<file path="src/rtl/keyed_wdg_pkg.sv">
package keyed_wdg_pkg;
   localparam logic [11:0] MODE_KEY  = 12'hABC;
   localparam logic [9:0]  CTRL_KEY  = 10'h248;
   localparam logic [31:0] KICK_WORD = 32'h0000_1999;

   localparam logic [1:0] SLOT_MODE = 2'd0;
   localparam logic [1:0] SLOT_CTRL = 2'd1;
   localparam logic [1:0] SLOT_KICK = 2'd2;
   localparam logic [1:0] SLOT_STAT = 2'd3;

   typedef struct packed {
      logic [1:0] plen;
      logic       irq_en;
      logic       rst_en;
      logic       run;
   } mode_t;
endpackage

</file>
<file path="src/rtl/keyed_wdg_regs.sv">
module keyed_wdg_regs
   import keyed_wdg_pkg::*;
#(
   parameter int ADDR_W   = 4,
   parameter int RELOAD_W = 12
) (
   input  logic                clk,
   input  logic                rst_n,
   input  logic                wr_stb,
   input  logic [ADDR_W-1:0]   addr,
   input  logic [31:0]         wdata,
   output mode_t               mode_q,
   output logic [RELOAD_W-1:0] reload_q,
   output logic [1:0]          psel_q,
   output logic                kick
);
   logic [1:0] slot;
   logic       mode_hit;
   logic       ctrl_hit;

   assign slot     = addr[3:2];
   assign mode_hit = wr_stb && (slot == SLOT_MODE) && (wdata[23:12] == MODE_KEY);
   assign ctrl_hit = wr_stb && (slot == SLOT_CTRL) && (wdata[23:14] == CTRL_KEY);
   assign kick     = wr_stb && (slot == SLOT_KICK) && (wdata == KICK_WORD);

   always_ff @(posedge clk or negedge rst_n) begin
      if (!rst_n) begin
         mode_q <= '0;
      end else if (mode_hit) begin
         mode_q.run    <= wdata[0];
         mode_q.rst_en <= wdata[1];
         mode_q.irq_en <= wdata[2];
         mode_q.plen   <= wdata[5:4];
      end
   end

   always_ff @(posedge clk or negedge rst_n) begin
      if (!rst_n) begin
         reload_q <= '0;
         psel_q   <= '0;
      end else if (ctrl_hit) begin
         reload_q <= wdata[2 +: RELOAD_W];
         psel_q   <= wdata[1:0];
      end
   end

   logic unused_bits;
   assign unused_bits = ^{addr};
endmodule

</file>
<file path="src/rtl/keyed_wdg_prescaler.sv">
module keyed_wdg_prescaler #(
   parameter int STEP_LOG = 3
) (
   input  logic       clk,
   input  logic       rst_n,
   input  logic       run,
   input  logic       clr,
   input  logic [1:0] psel,
   output logic       tick
);
   localparam int SEL_N = 4;
   localparam int PRE_W = STEP_LOG * SEL_N;

   logic [PRE_W-1:0] pcnt_q;
   logic [PRE_W-1:0] term [SEL_N];

   for (genvar s = 0; s < SEL_N; s++) begin : g_term
      assign term[s] = PRE_W'((64'd1 << (STEP_LOG * (s + 1))) - 64'd1);
   end

   assign tick = run && (pcnt_q >= term[psel]);

   always_ff @(posedge clk or negedge rst_n) begin
      if (!rst_n) begin
         pcnt_q <= '0;
      end else if (clr || !run || tick) begin
         pcnt_q <= '0;
      end else begin
         pcnt_q <= pcnt_q + 1'b1;
      end
   end
endmodule

</file>
<file path="src/rtl/keyed_wdg_core.sv">
module keyed_wdg_core #(
   parameter int RELOAD_W = 12,
   parameter int LOW_W    = 12,
   parameter int PLEN_W   = 2
) (
   input  logic                clk,
   input  logic                rst_n,
   input  logic                tick,
   input  logic                kick,
   input  logic [RELOAD_W-1:0] reload,
   input  logic [PLEN_W-1:0]   plen,
   input  logic                rst_en,
   output logic                expired_o,
   output logic                pulse_o
);
   localparam int CNT_W  = RELOAD_W + LOW_W;
   localparam int LEN_N  = 1 << PLEN_W;
   localparam int PLS_W  = LEN_N + 1;

   logic [CNT_W-1:0] cnt_q;
   logic [PLS_W-1:0] pls_q;
   logic [PLS_W-1:0] len_tab [LEN_N];
   logic             hit_zero;

   for (genvar p = 0; p < LEN_N; p++) begin : g_len
      assign len_tab[p] = PLS_W'(1) << (p + 1);
   end

   assign hit_zero = tick && !kick && (cnt_q == CNT_W'(1));

   always_ff @(posedge clk or negedge rst_n) begin
      if (!rst_n) begin
         cnt_q <= '0;
      end else if (kick) begin
         cnt_q <= {reload, {LOW_W{1'b1}}};
      end else if (tick && (cnt_q != '0)) begin
         cnt_q <= cnt_q - 1'b1;
      end
   end

   always_ff @(posedge clk or negedge rst_n) begin
      if (!rst_n) begin
         expired_o <= 1'b0;
      end else if (kick) begin
         expired_o <= 1'b0;
      end else if (hit_zero) begin
         expired_o <= 1'b1;
      end
   end

   always_ff @(posedge clk or negedge rst_n) begin
      if (!rst_n) begin
         pls_q <= '0;
      end else if (hit_zero && rst_en) begin
         pls_q <= len_tab[plen];
      end else if (pls_q != '0) begin
         pls_q <= pls_q - 1'b1;
      end
   end

   assign pulse_o = (pls_q != '0);
endmodule

</file>
<file path="src/rtl/keyed_watchdog.sv">
module keyed_watchdog
   import keyed_wdg_pkg::*;
#(
   parameter int ADDR_W   = 4,
   parameter int LOW_W    = 12,
   parameter int STEP_LOG = 3
) (
   input  logic              clk,
   input  logic              rst_n,
   input  logic              bus_valid,
   input  logic              bus_write,
   input  logic [ADDR_W-1:0] bus_addr,
   input  logic [31:0]       bus_wdata,
   output logic [31:0]       bus_rdata,
   output logic              irq_o,
   output logic              rst_pulse_o
);
   localparam int RELOAD_W = 12;

   if (ADDR_W < 4) begin : g_bad_addr
      $error("keyed_watchdog: ADDR_W must be at least 4");
   end
   if (LOW_W < 1 || LOW_W > 20) begin : g_bad_low
      $error("keyed_watchdog: LOW_W out of range");
   end
   if (STEP_LOG < 1 || STEP_LOG > 4) begin : g_bad_step
      $error("keyed_watchdog: STEP_LOG out of range");
   end

   mode_t               mode_q;
   logic [RELOAD_W-1:0] reload_q;
   logic [1:0]          psel_q;
   logic                kick;
   logic                tick;
   logic                expired_w;

   keyed_wdg_regs #(.ADDR_W(ADDR_W), .RELOAD_W(RELOAD_W)) u_regs (
      .clk      (clk),
      .rst_n    (rst_n),
      .wr_stb   (bus_valid && bus_write),
      .addr     (bus_addr),
      .wdata    (bus_wdata),
      .mode_q   (mode_q),
      .reload_q (reload_q),
      .psel_q   (psel_q),
      .kick     (kick)
   );

   keyed_wdg_prescaler #(.STEP_LOG(STEP_LOG)) u_pre (
      .clk   (clk),
      .rst_n (rst_n),
      .run   (mode_q.run),
      .clr   (kick),
      .psel  (psel_q),
      .tick  (tick)
   );

   keyed_wdg_core #(.RELOAD_W(RELOAD_W), .LOW_W(LOW_W), .PLEN_W(2)) u_core (
      .clk       (clk),
      .rst_n     (rst_n),
      .tick      (tick),
      .kick      (kick),
      .reload    (reload_q),
      .plen      (mode_q.plen),
      .rst_en    (mode_q.rst_en),
      .expired_o (expired_w),
      .pulse_o   (rst_pulse_o)
   );

   assign irq_o = expired_w && mode_q.irq_en;

   always_comb begin
      case (bus_addr[3:2])
         SLOT_MODE: bus_rdata = {26'b0, mode_q.plen, 1'b0, mode_q.irq_en, mode_q.rst_en, mode_q.run};
         SLOT_CTRL: bus_rdata = 32'({reload_q, psel_q});
         SLOT_STAT: bus_rdata = {31'b0, expired_w};
         default:   bus_rdata = '0;
      endcase
   end
endmodule

</file>
<file path="config.mk">
export PLATFORM = sky130hd
export DESIGN_NAME = keyed_watchdog
export DESIGN_NICKNAME = d
export VERILOG_FILES = /design/src/rtl/keyed_wdg_pkg.sv /design/src/rtl/keyed_wdg_regs.sv /design/src/rtl/keyed_wdg_prescaler.sv /design/src/rtl/keyed_wdg_core.sv /design/src/rtl/keyed_watchdog.sv
export SDC_FILE = /design/constraint.sdc
export NUM_CORES = 1
export LEC_CHECK = 0
export BUFFER_PORTS_ARGS = -buffer_cell sky130_fd_sc_hd__buf_4
export CORE_UTILIZATION = 60
export CTS_BUF_LIST = sky130_fd_sc_hd__clkbuf_8
export DETAILED_ROUTE_END_ITERATION = 16
export GPL_TIMING_DRIVEN = 0
export PLACE_DENSITY = 0.86
export SLEW_MARGIN = 20
export SYNTH_ARGS = -nofsm -noshare
export SYNTH_HDL_FRONTEND = slang
export SYNTH_HIERARCHICAL = 1
export SYNTH_SLANG_ARGS = --single-unit
</file>
<file path="constraint.sdc">
create_clock -name clk -period 6.81 [get_ports clk]
set_input_delay 1.0215 -clock clk [delete_from_list [all_inputs] [get_ports clk]]
set_output_delay 1.0215 -clock clk [all_outputs]
set_load 0.01 [all_outputs]
</file>
==> results of run 1 <==
## power by group through the flow
stage          clock network [mW]  registers, mW  logic (mW)
6_report                    0.366          0.363      0.0477
3_5_place_dp                    0          0.370      0.0475
5_1_grt                     0.383          0.362      0.0527
2_1_floorplan                   0          0.370      0.0189
3_3_place_gp                    0          0.369      0.0467
4_1_cts                     0.370          0.362      0.0478
## flip-flops by register name (all words and copies together), names as in the netlist
register	cells
u_core/cnt_q	24
u_pre/pcnt_q	12
u_regs/reload_q	12
u_core/pls_q	5
u_regs/mode_q	5
u_regs/psel_q	2
u_core/expired_o	1
## worst max-delay path, delay by kind of cell (launching register included)
kind | cells | cell delay, ns
adder cells (fa/ha/maj) | 1 | 0.33
AO/OA/AOI/OAI | 3 | 0.71
AND/OR/NAND/NOR | 6 | 1.99
XOR/XNOR | 1 | 0.16
flip-flops | 1 | 0.49
## through the flow
stage | setup WS [ns] | power (mW) | hold slack [ns] | area, um^2
4_1_cts | 3.05 | 0.781 | 0.507 | 4590
5_1_grt | 2.61 | 0.798 | 0.540 | 4590
2_1_floorplan | 3.73 | 0.388 | 0.461 | 3880
3_3_place_gp | 3.25 | 0.416 | 0.481 | 4370
3_5_place_dp | 3.10 | 0.417 | 0.489 | 4370
6_report | 3.00 | 0.776 | 0.503 | 4590
## worst max path at each step
stage	start	end	slack, ns	cells past startpoint
floorplan	u_regs/psel_q[1]$_DFFE_PN0P_	u_core/cnt_q[23]$_DFFE_PN0P_	3.73	11
global placement	u_regs/psel_q[1]$_DFFE_PN0P_	u_core/cnt_q[23]$_DFFE_PN0P_	3.25	11
detailed placement	u_regs/psel_q[1]$_DFFE_PN0P_	u_core/cnt_q[23]$_DFFE_PN0P_	3.10	11
CTS	u_regs/psel_q[1]$_DFFE_PN0P_	u_core/cnt_q[22]$_DFFE_PN0P_	3.05	11
global route	u_regs/psel_q[1]$_DFFE_PN0P_	u_core/cnt_q[22]$_DFFE_PN0P_	2.61	11
finish	u_regs/psel_q[1]$_DFFE_PN0P_	u_core/cnt_q[23]$_DFFE_PN0P_	3.00	11
## cell usage after synthesis, types with 10 or more instances
cell and instances:
sky130_fd_sc_hd__buf_4 19, sky130_fd_sc_hd__xnor2_1 13, sky130_fd_sc_hd__nand2_1 28, sky130_fd_sc_hd__nor4_1 10
sky130_fd_sc_hd__nor2_1 27, sky130_fd_sc_hd__ha_1 12, sky130_fd_sc_hd__nand3_1 18, sky130_fd_sc_hd__mux2_4 10
sky130_fd_sc_hd__nor3_1 25, sky130_fd_sc_hd__or4_1 13, sky130_fd_sc_hd__dfrtp_1 61, sky130_fd_sc_hd__inv_1 12
sky130_fd_sc_hd__and2_1 13
## kinds of logic after synthesis
group,count (synthesis)
xor+xnor,19
mux,25
other cells,1
fa+ha+maj,12
buf+inv,43
simple gates,181
flops,61
compound gates,50
## routing by layer
metal	track usage, %	share of wire, %
met5	0	0
met4	12.3	1.8
met3	5.78	5.8
met2	49.5	50
met1	38.7	43
## layout make-up
class,count,area [um^2]
clock buffer,9,124
buffer,31,229
sequential,61,1530
fill,429,1430
inverter,12,45.0
clock inverter,7,98.8
tap,75,93.8
multi-input combinational,305,2080
timing repair buffer,53,398
==> tab_implementation.tex, run 1 <==
\begin{tabular}{lr}
\hline
Metric & Value \\
\hline
\multicolumn{2}{l}{\textbf{Clocking}} \\
Post-CTS Hold Buffers & 0 \\
Quantity of gates resized following cts & 0 \\
Root Buffer Master & sky130\_fd\_sc\_hd\_\_clkbuf\_8 \\
Largest buffer count on any clock path & 2 \\
Buffer count from post-CTS setup fixing & 0 \\
Clock buffers created by TritonCTS & 9 \\
Depth of the CTS H-tree & 3 \\
Worst-path clk slew & 0.07 ns \\
Clock tree from TritonCTS & done \\
Num Clock Sinks & 61 \\
Latest clock arrival within the worst-skew pair & 0.36 ns \\
\multicolumn{2}{l}{\textbf{Pwr}} \\
Total internal power & 595 uW \\
Gate power share & 6.1\% \\
Share of power burned in the clock network & 47.2\% \\
Seq pwr share & 46.7\% \\
Power dissipated by switching net loads & 182 uW \\
Standby leakage power & 1.96 nW \\
Worst vdd rail ir drop & 0.158 mV \\
Sw Ratio & 23.4\% \\
Pwr/cell area & 169 mW/mm\^{}2 \\
\multicolumn{2}{l}{\textbf{STA}} \\
Final Hold Viols & 0 \\
Slew Limit Fails & 0 \\
Transition time of the tightest slew-check pin & 0.981 ns \\
Final critical path time including I/O delays and setup & 3.81 ns \\
Total setup violations reported at the end of the flow & 0 \\
Max Clock Skew & 0.00744 ns \\
Accumulated negative setup slack & 0 ns \\
Final critical-path share of the clock period & 56.0\% \\
Max-slew headroom at the worst pin & 33.7\% \\
Unrepaired setup endpoints after global routing & false \\
Highest achievable clock rate & 262 MHz \\
\multicolumn{2}{l}{\textbf{Critical path}} \\
Required time reported for the critical path endpoint & 7.03 ns \\
Register-to-register setup slack & 3.00 ns \\
Critical register-to-register path startpoint & u\_regs/psel\_q[1]\$\_DFFE\_PN0P\_ \\
Reg-to-Reg End & u\_core/cnt\_q[23]\$\_DFFE\_PN0P\_ \\
CP Max Fanout & 8 \\
Cell depth of the worst flop-to-flop path & 11 \\
Library cell contributing the largest single delay on the critical path & sky130\_fd\_sc\_hd\_\_nor4b\_1 \\
Crit. End Element & flip-flop \\
Type of the worst setup path & reg2reg \\
Cells along the critical path & nand2\_1, ha\_1, nand2\_1, a2111oi\_2, a221o\_2, and2\_2, nor4b\_1, nand4\_1, nor4b\_1, xnor2\_1, o21ai\_0 \\
Biggest cell delay along the critical path & 0.82 ns \\
Worst Setup Start Kind & flip-flop \\
Signal arrival time at the worst endpoint & 4.03 ns \\
\multicolumn{2}{l}{\textbf{Synth}} \\
Cells taking the most area after synthesis & sky130\_fd\_sc\_hd\_\_dfrtp\_1 40\%, sky130\_fd\_sc\_hd\_\_ha\_1 3.9\%, sky130\_fd\_sc\_hd\_\_mux2\_4 3.9\%, sky130\_fd\_sc\_hd\_\_buf\_4 3.7\%, sky130\_fd\_sc\_hd\_\_nor3\_1 3.3\% \\
Number of synthesis warnings & 6 \\
Xor and xnor area share after synthesis & 4.36\% \\
Fraction of the mapped netlist area in simple logic gates & 27.1\% \\
Largest area contributor in the synthesized netlist & sky130\_fd\_sc\_hd\_\_dfrtp\_1 \\
Dominant combinational cell family by area after synthesis & simple AND/OR/NAND/NOR gates \\
Share of synthesized registers carrying an async set or reset & 100\% \\
Number of flip-flops and latches in the synthesized netlist & 61 \\
Number of synthesized flops with an enable pin & 0 \\
Top\_reg\_cell synth & sky130\_fd\_sc\_hd\_\_dfrtp\_1 \\
Multiplexer area fraction after synthesis & 8.16\% \\
Post-Synthesis Cell Area & 0.00382 mm\^{}2 \\
Adder-cell share of the synthesized area & 3.93\% \\
Sequential element share of the synthesized area & 40.0\% \\
Number of library cell types mapped by synthesis & 58 \\
Synthesized area per cell & 9.74 um\^{}2 \\
Area share of the leading cell type in the synthesized netlist & 40.0\% \\
Synthesized instance count & 392 \\
Post-synthesis compound-gate area fraction & 9.11\% \\
\multicolumn{2}{l}{\textbf{Floorplanning}} \\
Standard-cell row count & 28 \\
Overall die area & 0.00668 mm\^{}2 \\
Core box area & 0.00603 mm\^{}2 \\
Width of the chip & 81.8 um \\
I/O Pins & 74 \\
Vert. Die Dim & 81.8 um \\
Initial core utilization & 63.3\% \\
\multicolumn{2}{l}{\textbf{Placed design}} \\
Detailed placer's ending HPWL & 6.31 mm \\
Inst Count DP & 537 \\
Count of input and output buffers & 53 \\
Placer congestion estimate & 0.912 \\
\multicolumn{2}{l}{\textbf{Cells and area}} \\
Post-layout instance count excluding filler cells & 553 \\
Share of post-route cells with drive strength above 1 & 26.8\% \\
Area grow syn2layout & 20.4\% \\
Commonest non-fill, non-tap cells in the layout & 72 x sky130\_fd\_sc\_hd\_\_buf\_4, 61 x sky130\_fd\_sc\_hd\_\_dfrtp\_1, 28 x sky130\_fd\_sc\_hd\_\_nand2\_1 \\
Finished Core Util & 76.2\% \\
Commonest non-fill, non-tap cell in the layout & sky130\_fd\_sc\_hd\_\_buf\_4 \\
Antenna cells & 0 \\
Count of nets after finishing & 525 \\
\multicolumn{2}{l}{\textbf{Min path}} \\
Hold Path Origin & u\_pre/pcnt\_q[0]\$\_DFF\_PN0\_ \\
Worst hold path class & reg2reg \\
Number of cells traversed by the worst hold path & 1 \\
Hold Path End & u\_pre/pcnt\_q[0]\$\_DFF\_PN0\_ \\
\multicolumn{2}{l}{\textbf{Drt}} \\
Antenna-violating nets left & 0 \\
Number of iterations in the first detailed-routing pass & 4 \\
Final routed wire length divided by cell count & 16.3 um \\
Initial drt markers & 304 \\
Post-Route WL & 8.99 mm \\
Routed via count divided by cell count & 5.97 \\
Count of vias placed by the detailed router & 3300 \\
Residual DRC & 0 \\
\multicolumn{2}{l}{\textbf{Global routing}} \\
Pin count of the biggest net entering global routing & 62 \\
Wire length of the first global-routing pass & 14.9 mm \\
GRT Residual Overflow & 0 \\
Number of global-route vias before repair & 3205 \\
Number of antenna violations at the first check in global routing & 0 \\
Gr usage total & 30.1\% \\
\multicolumn{2}{l}{\textbf{Job}} \\
Max\_cap viols & 0 \\
\multicolumn{2}{l}{\textbf{Status}} \\
Status & complete, no violations \\
\hline
\end{tabular}
Note: power is estimated with default switching activity, not from simulation.
==> run 2, diff against run 1 <==
--- a/config.mk
+++ b/config.mk
@@ -6,11 +6,11 @@
 export NUM_CORES = 1
 export LEC_CHECK = 0
 export BUFFER_PORTS_ARGS = -buffer_cell sky130_fd_sc_hd__buf_4
-export CORE_UTILIZATION = 60
+export CORE_UTILIZATION = 58
 export CTS_BUF_LIST = sky130_fd_sc_hd__clkbuf_8
 export DETAILED_ROUTE_END_ITERATION = 16
 export GPL_TIMING_DRIVEN = 0
-export PLACE_DENSITY = 0.86
+export PLACE_DENSITY = 0.83
 export SLEW_MARGIN = 20
 export SYNTH_ARGS = -nofsm -noshare
 export SYNTH_HDL_FRONTEND = slang
==> constraint.sdc (replaced) <==
create_clock -name clk -period 3.8 [get_ports clk]
set_input_delay 0.57 -clock clk [delete_from_list [all_inputs] [get_ports clk]]
set_output_delay 0.57 -clock clk [all_outputs]
set_load 0.01 [all_outputs]
==> run 2 against run 1 <==
Routed wire length is 3.2% lower. Flip-flop and latch count stayed put. Clock power is 40% higher. Setup slack worse by 2.6 ns. Clock-buffer cell count is 2 higher. Sequential power is 79% higher. Cell count is 0.36% higher. Via count is 0.70% lower. Core utilization is 4.5 points lower. First-iteration DRC count is 17% lower. Critical path type unchanged. Largest cell class unchanged. Largest power group is now registers.
==> tab_implementation.tex, run 2 (same netlist as run 1, synthesis figures left out) <==
\begin{tabular}{lr}
\hline
Metric & Value \\
\hline
\multicolumn{2}{l}{\textbf{Floorplanning}} \\
Vert. Die Dim & 83.1 um \\
Initial core utilization & 60.1\% \\
Standard-cell row count & 29 \\
Width of the chip & 83.1 um \\
Overall die area & 0.00691 mm\^{}2 \\
I/O Pins & 74 \\
Core box area & 0.00635 mm\^{}2 \\
\multicolumn{2}{l}{\textbf{Cells and area}} \\
Share of post-route cells with drive strength above 1 & 26.8\% \\
Count of nets after finishing & 525 \\
Antenna cells & 0 \\
Post-layout instance count excluding filler cells & 555 \\
Leading registers by flop count & u\_core/cnt\_q x24, u\_pre/pcnt\_q x12, u\_regs/reload\_q x12 \\
Biggest register & u\_core/cnt\_q \\
Commonest non-fill, non-tap cell in the layout & sky130\_fd\_sc\_hd\_\_buf\_4 \\
Commonest non-fill, non-tap cells in the layout & 72 x sky130\_fd\_sc\_hd\_\_buf\_4, 61 x sky130\_fd\_sc\_hd\_\_dfrtp\_1, 28 x sky130\_fd\_sc\_hd\_\_nand2\_1 \\
Area grow syn2layout & 19.4\% \\
Largest register FFs & 24 \\
\multicolumn{2}{l}{\textbf{Critical path}} \\
Type of the worst setup path & reg2reg \\
Required time reported for the critical path endpoint & 3.99 ns \\
Critical register-to-register path startpoint & u\_regs/psel\_q[1]\$\_DFFE\_PN0P\_ \\
Most used cell along the critical path & sky130\_fd\_sc\_hd\_\_nand2\_1 \\
Cell depth of the worst flop-to-flop path & 11 \\
Crit. End Element & flip-flop \\
Reg-to-Reg End & u\_core/cnt\_q[23]\$\_DFFE\_PN0P\_ \\
CP Max Fanout & 8 \\
Biggest cell delay along the critical path & 0.47 ns \\
Register-to-register setup slack & 0.35 ns \\
Cells along the critical path & nand2\_1, ha\_1, nand2\_1, a2111oi\_2, a221o\_2, and2\_2, nor4b\_2, nand4\_1, nor4b\_1, xnor2\_1, o21ai\_0 \\
Worst Setup Start Kind & flip-flop \\
Signal arrival time at the worst endpoint & 3.64 ns \\
Library cell contributing the largest single delay on the critical path & sky130\_fd\_sc\_hd\_\_nor4b\_2 \\
\multicolumn{2}{l}{\textbf{STA}} \\
Accumulated negative setup slack & 0 ns \\
Transition time of the tightest slew-check pin & 0.764 ns \\
Final Hold Viols & 0 \\
Final critical path time including I/O delays and setup & 3.45 ns \\
Slew Limit Fails & 0 \\
Final critical-path share of the clock period & 90.8\% \\
Unrepaired setup endpoints after global routing & false \\
Highest achievable clock rate & 290 MHz \\
Max-slew headroom at the worst pin & 48.6\% \\
Max Clock Skew & 0.0106 ns \\
Total setup violations reported at the end of the flow & 0 \\
\multicolumn{2}{l}{\textbf{Clocking}} \\
Largest buffer count on any clock path & 2 \\
Root Buffer Master & sky130\_fd\_sc\_hd\_\_clkbuf\_8 \\
Latest clock arrival within the worst-skew pair & 0.34 ns \\
Clock tree from TritonCTS & done \\
Depth of the CTS H-tree & 3 \\
Num Clock Sinks & 61 \\
Worst-path clk slew & 0.07 ns \\
Clock buffers created by TritonCTS & 9 \\
\multicolumn{2}{l}{\textbf{Drt}} \\
Number of iterations in the first detailed-routing pass & 5 \\
Count of vias placed by the detailed router & 3277 \\
Initial drt markers & 251 \\
Residual DRC & 0 \\
Final routed wire length divided by cell count & 15.7 um \\
Post-Route WL & 8.71 mm \\
Routed via count divided by cell count & 5.90 \\
Antenna-violating nets left & 0 \\
\multicolumn{2}{l}{\textbf{Global routing}} \\
GRT Residual Overflow & 0 \\
Gr usage total & 26.1\% \\
Pin count of the biggest net entering global routing & 62 \\
Number of antenna violations at the first check in global routing & 0 \\
Number of global-route vias before repair & 3087 \\
Wire length of the first global-routing pass & 14.4 mm \\
\multicolumn{2}{l}{\textbf{Job}} \\
Max\_cap viols & 0 \\
\multicolumn{2}{l}{\textbf{Placed design}} \\
Detailed placer's ending HPWL & 6.24 mm \\
Inst Count DP & 539 \\
Placer congestion estimate & 0.932 \\
Count of input and output buffers & 53 \\
\multicolumn{2}{l}{\textbf{Status}} \\
Status & complete, no violations \\
\multicolumn{2}{l}{\textbf{Pwr}} \\
Pwr/cell area & 274 mW/mm\^{}2 \\
Worst vdd rail ir drop & 0.204 mV \\
Standby leakage power & 1.95 nW \\
\multicolumn{2}{l}{\textbf{Min path}} \\
Worst hold path class & in2async \\
\hline
\end{tabular}
==> run 2: changes by cell type in the layout (fill, tap and decap cells not counted), moves of 2 or more <==
| cell | change |
|---|---|
| sky130_fd_sc_hd__clkinv_2 | +2 |
| sky130_fd_sc_hd__clkinv_4 | -2 |
| sky130_fd_sc_hd__bufinv_16 | -2 |
| sky130_fd_sc_hd__clkbuf_8 | +2 |
==> run 2: layout make-up <==
type                       instances  area (um^2)
buffer                            31          229
clock buffer                      11          151
clock inverter                     5         26.3
fill                             457         1790
inverter                          12         45.0
multi-input combinational        305         2090
sequential                        61         1530
tap                               77         96.3
timing repair buffer              53          398
==> run 2: routing by layer <==
metal  part of all wire [%]  track usage, %  wire, um  vias to the layer above
li1                       -               -         -                     1556
met1                     43            35.0      3740                     1555
met2                     49            42.2      4260                      148
met3                    6.1            3.88       532                       18
met4                    2.0            11.6       174                        0
met5                      0               0         0                        -
==> run 2: power by group <==
group | internal [mW] | total, mW | switching (mW)
logic | 0.0446 | 0.0858 | 0.0412
registers | 0.650 | 0.650 | 0.000418
clock network | 0.266 | 0.513 | 0.247
==> run 2: critical path: cells and delay by family (launching register included) <==
kind                       cells  cell delay [ns]
and+or+nand+nor                6             1.65
adders and majority gates      1             0.32
xor gates and xnor gates       1             0.16
DFF                            1             0.46
AOI/OAI and AO/OA              3             0.70
==> run 2: timing repair <==
| item | CTS | global route |
|---|---|---|
| hold buffers | 0 | 0 |
| setup buffers | 0 | 0 |
| resized for setup | 0 | 1 |
| endpoints found under the setup margin | 0 | 2 |
==> run 2: how the worst max path moves through the flow <==
stage | startpoint | to | slack [ns] | cells past startpoint
2_1_floorplan | u_regs/psel_q[1]$_DFFE_PN0P_ | u_core/cnt_q[23]$_DFFE_PN0P_ | 0.72 | 11
3_3_place_gp | u_regs/psel_q[1]$_DFFE_PN0P_ | u_core/cnt_q[23]$_DFFE_PN0P_ | 0.28 | 11
3_5_place_dp | u_regs/psel_q[1]$_DFFE_PN0P_ | u_core/cnt_q[23]$_DFFE_PN0P_ | 0.10 | 11
4_1_cts | u_regs/psel_q[1]$_DFFE_PN0P_ | u_core/cnt_q[23]$_DFFE_PN0P_ | 0.09 | 11
5_1_grt | u_regs/psel_q[1]$_DFFE_PN0P_ | u_core/cnt_q[23]$_DFFE_PN0P_ | 0.11 | 11
6_report | u_regs/psel_q[1]$_DFFE_PN0P_ | u_core/cnt_q[23]$_DFFE_PN0P_ | 0.35 | 11
==> run 2: metrics by stage <==
step / util (%) / instance area [um^2] / setup slack, ns / total power, mW / hold WS (ns)
after global routing: 71.8 / 4560 / 0.114 / 1.29 / 0.367
after detailed placement: 68.9 / 4370 / 0.104 / 0.748 / 0.488
after global placement: 68.9 / 4370 / 0.279 / 0.746 / 0.484
after floorplan: - / 3880 / 0.722 / 0.696 / 0.274
after CTS: 71.7 / 4550 / 0.0895 / 1.26 / 0.335
final: 71.8 / 4560 / 0.351 / 1.25 / 0.307
